<file path="src/rtl/sram_ctl_pkg.sv">
package sram_ctl_pkg;

    typedef enum logic [2:0] {
        ST_IDLE,
        ST_INIT_WAIT,
        ST_WR_SETUP,
        ST_WR_STROBE,
        ST_WR_HOLD,
        ST_RD_ACCESS,
        ST_RD_CAPTURE,
        ST_TURNAROUND
    } ctl_state_e;

    // Round a nanosecond limit up to whole clock cycles.
    function automatic int ns_to_cyc(input int lim_ns, input int clk_ps);
        longint num;
        num = longint'(lim_ns) * 64'sd1000 + longint'(clk_ps) - 64'sd1;
        return int'(num / longint'(clk_ps));
    endfunction

    function automatic int max2(input int a, input int b);
        return (a > b) ? a : b;
    endfunction

endpackage

</file>
<file path="src/rtl/sram_ctl_powerup.sv">
module sram_ctl_powerup #(
    parameter int PU_CYC = 30000
) (
    input  logic clk,
    input  logic rst_n,
    output logic done_o
);
    localparam int CNT_W = (PU_CYC > 1) ? $clog2(PU_CYC) : 1;

    typedef struct packed {
        logic [CNT_W-1:0] cnt;
        logic             done;
    } pu_t;

    pu_t pu_d, pu_q;

    always_comb begin
        pu_d = pu_q;
        if (!pu_q.done) begin
            if (pu_q.cnt == CNT_W'(PU_CYC - 1)) begin
                pu_d.done = 1'b1;
            end else begin
                pu_d.cnt = pu_q.cnt + 1'b1;
            end
        end
    end

    always_ff @(posedge clk or negedge rst_n) begin
        if (!rst_n) begin
            pu_q <= '0;
        end else begin
            pu_q <= pu_d;
        end
    end

    assign done_o = pu_q.done;


    done_sticky_chk: assert property (@(posedge clk) disable iff (!rst_n)
        done_o |=> done_o);

endmodule

</file>
<file path="src/rtl/sram_ctl_seq.sv">
module sram_ctl_seq
    import sram_ctl_pkg::*;
#(
    parameter int ADDR_W   = 19,
    parameter int DATA_W   = 8,
    parameter int SETUP_C  = 1,
    parameter int STROBE_C = 2,
    parameter int HOLD_C   = 1,
    parameter int ACCESS_C = 2,
    parameter int TURN_C   = 1
) (
    input  logic              clk,
    input  logic              rst_n,
    input  logic              pu_done_i,
    input  logic              req_valid_i,
    input  logic              req_write_i,
    input  logic [ADDR_W-1:0] req_addr_i,
    input  logic [DATA_W-1:0] req_wdata_i,
    output logic              req_ready_o,
    output logic              rsp_valid_o,
    output logic [DATA_W-1:0] rsp_data_o,
    output logic [ADDR_W-1:0] mem_addr_o,
    output logic              mem_cs_n_o,
    output logic              mem_we_n_o,
    output logic              mem_oe_n_o,
    output logic [DATA_W-1:0] mem_dq_o,
    output logic              mem_dq_oe_o,
    input  logic [DATA_W-1:0] mem_dq_i
);
    localparam int MAXC = max2(max2(max2(SETUP_C, STROBE_C), max2(HOLD_C, ACCESS_C)), TURN_C);
    localparam int CW   = $clog2(MAXC + 1);

    typedef struct packed {
        ctl_state_e        st;
        logic [CW-1:0]     cnt;
        logic [ADDR_W-1:0] addr;
        logic [DATA_W-1:0] dout;
        logic              dq_oe;
        logic              cs_n;
        logic              we_n;
        logic              oe_n;
        logic [DATA_W-1:0] rdata;
        logic              rvalid;
    } seq_t;

    seq_t s_d, s_q;
    logic cnt_zero;

    assign cnt_zero = (s_q.cnt == '0);

    always_comb begin
        s_d        = s_q;
        s_d.rvalid = 1'b0;
        unique case (s_q.st)
            ST_INIT_WAIT: begin
                if (pu_done_i) s_d.st = ST_IDLE;
            end
            ST_IDLE: begin
                if (req_valid_i) begin
                    s_d.addr = req_addr_i;
                    s_d.cs_n = 1'b0;
                    if (req_write_i) begin
                        s_d.st   = ST_WR_SETUP;
                        s_d.dout = req_wdata_i;
                        s_d.oe_n = 1'b1;
                        s_d.cnt  = CW'(SETUP_C - 1);
                    end else begin
                        s_d.st   = ST_RD_ACCESS;
                        s_d.oe_n = 1'b0;
                        s_d.cnt  = CW'(ACCESS_C - 1);
                    end
                end
            end
            ST_WR_SETUP: begin
                if (cnt_zero) begin
                    s_d.st    = ST_WR_STROBE;
                    s_d.we_n  = 1'b0;
                    s_d.dq_oe = 1'b1;
                    s_d.cnt   = CW'(STROBE_C - 1);
                end else begin
                    s_d.cnt = s_q.cnt - 1'b1;
                end
            end
            ST_WR_STROBE: begin
                if (cnt_zero) begin
                    s_d.st   = ST_WR_HOLD;
                    s_d.we_n = 1'b1;
                    s_d.cnt  = CW'(HOLD_C - 1);
                end else begin
                    s_d.cnt = s_q.cnt - 1'b1;
                end
            end
            ST_WR_HOLD: begin
                if (cnt_zero) begin
                    s_d.st    = ST_TURNAROUND;
                    s_d.cs_n  = 1'b1;
                    s_d.dq_oe = 1'b0;
                    s_d.cnt   = CW'(TURN_C - 1);
                end else begin
                    s_d.cnt = s_q.cnt - 1'b1;
                end
            end
            ST_RD_ACCESS: begin
                if (cnt_zero) begin
                    s_d.st     = ST_RD_CAPTURE;
                    s_d.rdata  = mem_dq_i;
                    s_d.rvalid = 1'b1;
                    s_d.cs_n   = 1'b1;
                    s_d.oe_n   = 1'b1;
                end else begin
                    s_d.cnt = s_q.cnt - 1'b1;
                end
            end
            ST_RD_CAPTURE: begin
                s_d.st  = ST_TURNAROUND;
                s_d.cnt = CW'(TURN_C - 1);
            end
            ST_TURNAROUND: begin
                if (cnt_zero) begin
                    s_d.st = ST_IDLE;
                end else begin
                    s_d.cnt = s_q.cnt - 1'b1;
                end
            end
            default: s_d.st = ST_IDLE;
        endcase
    end

    always_ff @(posedge clk or negedge rst_n) begin
        if (!rst_n) begin
            s_q      <= '0;
            s_q.st   <= ST_INIT_WAIT;
            s_q.cs_n <= 1'b1;
            s_q.we_n <= 1'b1;
            s_q.oe_n <= 1'b1;
        end else begin
            s_q <= s_d;
        end
    end

    assign req_ready_o = (s_q.st == ST_IDLE);
    assign rsp_valid_o = s_q.rvalid;
    assign rsp_data_o  = s_q.rdata;
    assign mem_addr_o  = s_q.addr;
    assign mem_cs_n_o  = s_q.cs_n;
    assign mem_we_n_o  = s_q.we_n;
    assign mem_oe_n_o  = s_q.oe_n;
    assign mem_dq_o    = s_q.dout;
    assign mem_dq_oe_o = s_q.dq_oe;

    // Length of the current write-enable low pulse, for the width check.
    logic [CW:0] we_lo_cnt;
    always_ff @(posedge clk or negedge rst_n) begin
        if (!rst_n) begin
            we_lo_cnt <= '0;
        end else if (mem_we_n_o) begin
            we_lo_cnt <= '0;
        end else if (we_lo_cnt != '1) begin
            we_lo_cnt <= we_lo_cnt + 1'b1;
        end
    end


    lockout_cs_chk: assert property (@(posedge clk) disable iff (!rst_n)
        !pu_done_i |-> (mem_cs_n_o && !req_ready_o));


    we_ctrl_chk: assert property (@(posedge clk) disable iff (!rst_n)
        !mem_we_n_o |-> (!mem_cs_n_o && mem_oe_n_o));


    we_width_chk: assert property (@(posedge clk) disable iff (!rst_n)
        $rose(mem_we_n_o) |-> (we_lo_cnt == (CW+1)'(STROBE_C)));


    wr_stable_chk: assert property (@(posedge clk) disable iff (!rst_n)
        (!mem_we_n_o && $past(!mem_we_n_o)) |->
            ($stable(mem_addr_o) && $stable(mem_dq_o) && mem_dq_oe_o));


    rvalid_pulse_chk: assert property (@(posedge clk) disable iff (!rst_n)
        rsp_valid_o |=> !rsp_valid_o);


    bus_fight_chk: assert property (@(posedge clk) disable iff (!rst_n)
        mem_dq_oe_o |-> mem_oe_n_o);


    oe_gap_chk: assert property (@(posedge clk) disable iff (!rst_n)
        $fell(mem_oe_n_o) |-> !$past(mem_dq_oe_o));


    ready_drop_chk: assert property (@(posedge clk) disable iff (!rst_n)
        (req_valid_i && req_ready_o) |=> !req_ready_o);


    idle_pins_chk: assert property (@(posedge clk) disable iff (!rst_n)
        req_ready_o |-> (mem_cs_n_o && mem_we_n_o && mem_oe_n_o && !mem_dq_oe_o));

endmodule

</file>
<file path="src/rtl/sram_ctl.sv">
module sram_ctl
    import sram_ctl_pkg::*;
#(
    parameter int ADDR_W     = 19,
    parameter int DATA_W     = 8,
    parameter int CLK_PS     = 5000,
    parameter int PU_NS      = 150000,
    parameter int SETUP_CYC  = 1,
    parameter int T_WC_NS    = 10,
    parameter int T_PWE_NS   = 8,
    parameter int T_SD_NS    = 6,
    parameter int T_AA_NS    = 10,
    parameter int T_DOE_NS   = 6,
    parameter int T_RC_NS    = 10,
    parameter int T_HZ_NS    = 5
) (
    input  logic              clk,
    input  logic              rst_n,
    input  logic              req_valid,
    output logic              req_ready,
    input  logic              req_write,
    input  logic [ADDR_W-1:0] req_addr,
    input  logic [DATA_W-1:0] req_wdata,
    output logic              rsp_valid,
    output logic [DATA_W-1:0] rsp_data,
    output logic [ADDR_W-1:0] mem_addr,
    output logic              mem_cs_n,
    output logic              mem_we_n,
    output logic              mem_oe_n,
    output logic [DATA_W-1:0] mem_dq_out,
    output logic              mem_dq_oe,
    input  logic [DATA_W-1:0] mem_dq_in
);
    localparam int PU_C  = max2(1, ns_to_cyc(PU_NS, CLK_PS));
    localparam int WS_C  = max2(1, SETUP_CYC);
    localparam int WP_C  = max2(1, max2(ns_to_cyc(T_PWE_NS, CLK_PS), ns_to_cyc(T_SD_NS, CLK_PS)));
    localparam int WH_C  = max2(1, ns_to_cyc(T_WC_NS, CLK_PS) - WS_C - WP_C);
    localparam int TA_C  = max2(1, ns_to_cyc(T_HZ_NS, CLK_PS));
    localparam int ACC_C = max2(1, max2(max2(ns_to_cyc(T_AA_NS, CLK_PS), ns_to_cyc(T_DOE_NS, CLK_PS)),
                                        ns_to_cyc(T_RC_NS, CLK_PS) - 1 - TA_C));

    logic pu_done;

    sram_ctl_powerup #(
        .PU_CYC (PU_C)
    ) u_powerup (
        .clk    (clk),
        .rst_n  (rst_n),
        .done_o (pu_done)
    );

    sram_ctl_seq #(
        .ADDR_W   (ADDR_W),
        .DATA_W   (DATA_W),
        .SETUP_C  (WS_C),
        .STROBE_C (WP_C),
        .HOLD_C   (WH_C),
        .ACCESS_C (ACC_C),
        .TURN_C   (TA_C)
    ) u_seq (
        .clk         (clk),
        .rst_n       (rst_n),
        .pu_done_i   (pu_done),
        .req_valid_i (req_valid),
        .req_write_i (req_write),
        .req_addr_i  (req_addr),
        .req_wdata_i (req_wdata),
        .req_ready_o (req_ready),
        .rsp_valid_o (rsp_valid),
        .rsp_data_o  (rsp_data),
        .mem_addr_o  (mem_addr),
        .mem_cs_n_o  (mem_cs_n),
        .mem_we_n_o  (mem_we_n),
        .mem_oe_n_o  (mem_oe_n),
        .mem_dq_o    (mem_dq_out),
        .mem_dq_oe_o (mem_dq_oe),
        .mem_dq_i    (mem_dq_in)
    );

endmodule

</file>
<file path="config.mk">
export PLATFORM = sky130hd
export DESIGN_NAME = sram_ctl
export DESIGN_NICKNAME = d
export VERILOG_FILES = /design/src/rtl/sram_ctl_pkg.sv /design/src/rtl/sram_ctl_powerup.sv /design/src/rtl/sram_ctl_seq.sv /design/src/rtl/sram_ctl.sv
export SDC_FILE = /design/constraint.sdc
export NUM_CORES = 1
export LEC_CHECK = 0
export ABC_CLOCK_PERIOD_IN_PS = 2400
export BUFFER_PORTS_ARGS = -buffer_cell sky130_fd_sc_hd__buf_4
export CAP_MARGIN = 0
export CORE_MARGIN = 4
export CORE_UTILIZATION = 52
export DETAILED_ROUTE_END_ITERATION = 10
export GPL_ROUTABILITY_DRIVEN = 0
export MAX_ROUTING_LAYER = met4
export PLACE_DENSITY = 0.81
export SLEW_MARGIN = 30
export SYNTH_ARGS = -nofsm -noshare
export SYNTH_HDL_FRONTEND = slang
export SYNTH_SLANG_ARGS = --single-unit
</file>
<file path="constraint.sdc">
create_clock -name clk -period 2.4 [get_ports clk]
set_input_delay 0.48 -clock clk [delete_from_list [all_inputs] [get_ports clk]]
set_output_delay 0.48 -clock clk [all_outputs]
set_load 0.05 [all_outputs]
</file>
After elaboration in Yosys (flattened, before gate mapping)
Index checks and enable logic that the tools add are counted.
- register bits: 61
- output and inout port bits: 41
- logic and storage cells: 79
- $add $sub $neg: 2
- eq/ne operators: 16
- mux-type cells: 28
- bitwise operators: 2
- reductions and logical operators: 19
- operator list (kind ; number):
    two-way mux 32 bit ; 1
    case mux 3 bit (8 select lines) ; 1
    two-way mux 3 bit ; 6
    adder 15 x 1 -> 15 bit, second input constant ; 1
    equality test 15 bit, second input constant ; 1
    AND reduction 3 bit ; 5
    equality test 3 bit, second input constant ; 4
    two-way mux 10 bit ; 1
    inequality test 2 x 1 -> 1 bit, second input constant ; 5
    case mux 2 bit (5 select lines) ; 1
    two-way mux 1 bit ; 8
    two-way mux 2 bit ; 4
    two-way mux 8 bit ; 1
    AND reduction 7 bit ; 1
    equality test 3 x 2 -> 1 bit, second input constant ; 2
    inequality test 2 bit, second input constant ; 3
    case mux 1 bit (2 select lines) ; 3
    AND reduction 2 bit ; 3
    nonzero test 2 bit ; 3
    two-way mux 5 bit ; 1
    nonzero test 5 bit ; 1
    AND reduction 4 bit ; 1
    OR reduction 2 bit ; 2
    equality test 3 x 1 -> 1 bit, second input constant ; 1
    6 further kinds ; 7

Depth between registers and ports, before layout
- word-level depth: 4
- depth in mapped cells: 7
- mapped depth without buffers: 6

Hierarchy
A second synthesis with hierarchy kept.
- cell total of the unflattened synthesis: 256
- area total of the unflattened synthesis: 3047.9 sq um
- modules (own cells, without submodules) (module ; instances ; cells an instance ; area each (sq um)):
    sram_ctl_seq ; 1 ; 186 ; 2240.9
    sram_ctl_powerup ; 1 ; 70 ; 807.0

Worst setup path after synthesis
No wires, ideal clock.
- path type: flip-flop to flip-flop
- start: register u_seq.s_q[44] in the netlist's numbering
- end: register u_seq.s_q, in the netlist u_seq.mem_addr_o[0]
- library setup time: 0.065 ns
- data arrival time: 2.582 ns
- data required time: 2.335 ns
- path slack: -0.248 ns
- stages on the path, launching flop included: 8
- clock period less this slack: 2.648 ns
- path through: dfrtp_1 -> clkbuf_1 -> nor3_1 -> and2_1 -> clkbuf_1 -> buf_2 -> nand2_1 -> nand2_1
- cells in the longest elaborated chain, start to end: 2
- RTL lines (what ; RTL line ; source):
    start, declared ; sram_ctl_seq.sv:46 ; seq_t s_d, s_q;
    logical NOT 3 bit ; -- ;
    net req_ready ; sram_ctl.sv:20 ; output logic req_ready,
    AND reduction 2 bit (no line) ; -- ;
The timed path passes the listed nets, and every way through them passes these cells.
A chain may end at the register's enable or synchronous reset.

Worst setup path in the final report
- start: register u_powerup.pu_q[5] in the netlist's numbering
- end: register u_powerup.pu_q[2] in the netlist's numbering
- cells in the longest elaborated chain, start to end: 3
- RTL lines (what ; RTL line ; source):
    start, declared ; sram_ctl_powerup.sv:15 ; pu_t pu_d, pu_q;
    start signal, assigned ; sram_ctl_powerup.sv:32 ; pu_q <= pu_d;
    equality test 15 bit ; sram_ctl_powerup.sv:20 ; if (pu_q.cnt == CNT_W'(PU_CYC - 1)) begin
    NOT 1 bit (no line) ; -- ;
    AND reduction 2 bit (no line) ; -- ;
No other way between the ends.

==> reports/qor.tcl <==
set qor(post_cts.repair.setup_buffers) 0
set qor(holdWs_ns) 0.214
set qor(detail_route.wl_per_cell_um) 14.2
set qor(layout-drive-gt1-share) 0.363
set qor(timing.critical_path.cells) {or4b_4, nor4_4, a41oi_2, mux2_4}
set qor(drt_pass1_iterations) 4
set qor(start_kind) {flip-flop}
set qor(timing.critical_path.max_delay_family) {simple AND/OR/NAND/NOR gates}
set qor(port_buffers) 79
set qor(place_worst_setup_slack_ns) 0.415
set qor(post_synth_instance_area_sq_um) 2910
set qor(groute.usage.overall) 0.187
set qor(insertion_delay_to_the_later_sink_of_the_worst_skew_pair_ns) 0.33
set qor(synth-adder-area-share) 0.0172
set qor(cts_hold_buf) 0
set qor(initial_core_utilization) 0.552
set qor(ws_path_type) {reg -> reg}
set qor(highest-signal-layer) {met4}
set qor(endpoint_kind) {flip-flop}
set qor(timing.critical_path.required_ns) 2.61
set qor(cts_resized) 0
set qor(io_pins) 80
set qor(n_antenna_cell) 0
set qor(multiplexer_share_of_the_synthesized_area) 0.0710
set qor(p_leak_uw) 0.00174
set qor(slew-limit-headroom) 0.515
set qor(dr_wl_met3_um) 440
set qor(iteration_0_drc_markers) 94
set qor(ys_types) 39
set qor(multiInputGateArea_sq_um) 1060
set qor(drt-total-wl_um) 5780
set qor(area.sequential_sq_um) 1530
set qor(synth-warning-count) 0
set qor(clkSlewWorstSetupHoldPaths_ns) 0.07
set qor(timing.critical_path.arrival_ns) 2.19
set qor(slowest_delay_ns) 0.55
set qor(area_growth_syn_to_layout_pct) 20.2
set qor(synth-compound-area-share) 0.0572
set qor(cts_tree) {built}
set qor(min_period_ns) 1.99
set qor(yosys.area_share.xor_xnor) 0.0331
set qor(rsz0062_at_grt) {false}
set qor(power_density_nw_per_um2) 1400
set qor(finalCritPeriodShare) 0.828
set qor(critical_path_peak_fanout) 7
set qor(maxCapViolCount) 0
set qor(filler_cell_count) 423
set qor(timing.rr.end) {u_powerup.pu_q[2]$_DFFE_PN0P_}
set qor(fin_ws_ns) 0.413
set qor(worst_ir_drop_vdd_mv) 0.850
set qor(timing.reg2reg.worst_path_depth) 4
set qor(finalHoldViolCount) 0
set qor(grt_start_max_net_pins) 62
set qor(timing.critical_path.buf_inv) 0
set qor(design.die.area_sq_um) 6850
set qor(cts_buffers) 9
set qor(crit_slowest_cell) {sky130_fd_sc_hd__or4b_4}
set qor(main_combinational_cell_family_by_area_after_synthesis) {simple AND/OR/NAND/NOR gates}
set qor(count_of_vias_placed_by_the_detailed_router) 2033
set qor(drc) 0
set qor(route.met2.wl_um) 2860
set qor(final_net_count) 374
set qor(timing.final.setup_violations) 0
set qor(ys_ff_latch) 61
set qor(first_global_vias) 2008
set qor(wire_length_on_met1_um) 2430
set qor(placed_cells) 390
set qor(antenna_found_initial) 0
set qor(post_synth_and_or_nand_nor_area_fraction) 0.186
set qor(fin_tns_setup_ns) 0
set qor(viasPerCell) 5.01
set qor(seq_area_frac_synth) 0.527
set qor(regToRegStartpoint) {u_powerup.pu_q[5]$_DFFE_PN0P_}
set qor(final_cells) 406
set qor(yosysTopAreaCellShare) 0.491
set qor(die_height_um) 82.8
set qor(grt_pass1_wl_um) 9270
set qor(max_freq_mhz) 503
set qor(root_buffer) {sky130_fd_sc_hd__clkbuf_8}
set qor(drv_slew) 0
set qor(timing_worst_slew_pin_value_ns) 0.728
set qor(rrSetupSlack_ns) 0.41
set qor(dpl.hpwl_um) 4030
set qor(largest_cells_by_area_after_synthesis) {sky130_fd_sc_hd__dfrtp_1 (49%), sky130_fd_sc_hd__nand2_1 (9.6%), sky130_fd_sc_hd__buf_4 (9.0%)}
set qor(max-clock-path-buffers) 2
set qor(die_w_um) 82.8
set qor(grt_overflow) 0
set qor(synth_top_cell_by_area) {sky130_fd_sc_hd__dfrtp_1}
set qor(ctsHtreeMaxLevel) 3
set qor(syn_nets) 327
set qor(row_cnt) 26
set qor(outcome) {finished clean}
set qor(hold_path_class) {in -> async}
set qor(clock_sinks) 61
set qor(synthesis.area_per_instance_sq_um) 10.2
set qor(coreArea_sq_um) 5270
set qor(drt.antenna.violating_nets) 0
set qor(fin_skew_ns) 0.00806
set qor(synth_cells) 284
## layout by cell type, fill, tap and decap left out, types with 3 or more instances in the layout
master	count
sky130_fd_sc_hd__buf_4	80
sky130_fd_sc_hd__nand2_1	74
sky130_fd_sc_hd__dfrtp_1	57
sky130_fd_sc_hd__mux2_2	17
sky130_fd_sc_hd__nor2_1	10
sky130_fd_sc_hd__xnor2_1	10
sky130_fd_sc_hd__clkbuf_8	10
sky130_fd_sc_hd__nand3_1	8
sky130_fd_sc_hd__nor2b_1	6
sky130_fd_sc_hd__a21oi_1	6
sky130_fd_sc_hd__inv_1	5
sky130_fd_sc_hd__o21ai_0	4
sky130_fd_sc_hd__ha_1	4
sky130_fd_sc_hd__dfstp_2	4
sky130_fd_sc_hd__o31ai_1	3
sky130_fd_sc_hd__nor3_1	3
sky130_fd_sc_hd__a21o_1	3
## layout make-up
type                            count  area share
Clock buffer                       12      0.0415
Clock inverter                      4      0.0136
Tap cell                           70      0.0251
Multi-Input combinational cell    174       0.305
Sequential cell                    61       0.438
Inverter                            5     0.00537
Timing Repair Buffer               80       0.172
## cells by family after synthesis
| family | after synthesis |
|---|---|
| DFF | 61 |
| AOI/OAI and AO/OA | 24 |
| xor gates and xnor gates | 11 |
| buffers and inverters | 49 |
| adders and majority gates | 4 |
| muxes | 18 |
| and+or+nand+nor | 117 |
## through the flow
stage	power (uW)	util	cell area, sq um
after floorplan	3710	-	2910
after global placement	3980	0.627	3300
after CTS	4940	0.663	3500
after global routing	5180	0.663	3500
final	4900	0.663	3500
after detailed placement	4040	0.627	3300
## flip-flops by register name, indices dropped and copies added (netlist names)
| name | flops |
|---|---|
| u_seq.mem_dq_o | 8 |
| u_seq.mem_we_n_o | 1 |
| u_seq.s_q | 5 |
| u_seq.mem_cs_n_o | 1 |
| u_seq.mem_addr_o | 19 |
| u_powerup.done_o | 1 |
| u_seq.rsp_valid_o | 1 |
| u_seq.mem_oe_n_o | 1 |
| u_powerup.pu_q | 15 |
| u_seq.rsp_data_o | 8 |
| u_seq.mem_dq_oe_o | 1 |
## per-layer routing
layer,GRT usage,up-vias
met5,-,-
met4,0.0703,0
met3,0.0540,5
met2,0.292,59
met1,0.232,975
li1,-,994
## Yosys cell counts
cell	n
sky130_fd_sc_hd__nor2_1	10
sky130_fd_sc_hd__and4_2	1
sky130_fd_sc_hd__a41oi_2	1
sky130_fd_sc_hd__inv_1	5
sky130_fd_sc_hd__nor3_1	4
sky130_fd_sc_hd__dfrtp_1	57
sky130_fd_sc_hd__dfstp_2	4
sky130_fd_sc_hd__and3_1	2
sky130_fd_sc_hd__a22oi_1	2
sky130_fd_sc_hd__and2_1	2
sky130_fd_sc_hd__o21ai_0	4
sky130_fd_sc_hd__clkbuf_1	7
sky130_fd_sc_hd__o21ai_1	1
sky130_fd_sc_hd__a22o_1	1
sky130_fd_sc_hd__a21oi_1	6
sky130_fd_sc_hd__and4_1	1
sky130_fd_sc_hd__nor2b_1	6
sky130_fd_sc_hd__or4b_4	1
sky130_fd_sc_hd__xor2_1	1
sky130_fd_sc_hd__buf_4	35
sky130_fd_sc_hd__nand4b_1	1
sky130_fd_sc_hd__o31ai_1	3
sky130_fd_sc_hd__a41oi_1	1
sky130_fd_sc_hd__xnor2_1	10
sky130_fd_sc_hd__nand3_1	8
sky130_fd_sc_hd__mux2_4	1
sky130_fd_sc_hd__buf_1	1
sky130_fd_sc_hd__nand2b_1	2
sky130_fd_sc_hd__ha_1	4
sky130_fd_sc_hd__nand4_1	2
sky130_fd_sc_hd__buf_2	1
sky130_fd_sc_hd__a2111oi_0	1
sky130_fd_sc_hd__mux2_2	17
sky130_fd_sc_hd__nor4_4	1
sky130_fd_sc_hd__a21o_1	3
sky130_fd_sc_hd__a221oi_1	1
sky130_fd_sc_hd__and3_2	1
sky130_fd_sc_hd__nor3b_1	1
sky130_fd_sc_hd__nand2_1	74
## worst max-delay path by stage
stage	start	endpoint	slack, ns	cells after the start
after floorplan	u_seq.s_q[44]$_DFFE_PN0P_	u_seq.mem_addr_o[0]$_DFFE_PN0P_	0.23	7
after global placement	u_powerup.pu_q[5]$_DFFE_PN0P_	u_powerup.pu_q[2]$_DFFE_PN0P_	0.45	4
after detailed placement	u_powerup.pu_q[5]$_DFFE_PN0P_	u_powerup.pu_q[2]$_DFFE_PN0P_	0.41	4
after CTS	u_powerup.pu_q[5]$_DFFE_PN0P_	u_powerup.pu_q[2]$_DFFE_PN0P_	0.41	4
after global routing	u_seq.s_q[44]$_DFFE_PN0P_	u_seq.mem_dq_o[7]$_DFFE_PN0P_	0.31	4
final	u_powerup.pu_q[5]$_DFFE_PN0P_	u_powerup.pu_q[2]$_DFFE_PN0P_	0.41	4
## power breakdown
group / switching, uW / total [uW] / internal (uW)
combinational: 1580 / 2340 / 769
sequential: 276 / 1670 / 1400
clock: 376 / 881 / 505
(Power assumes the default switching activity.)
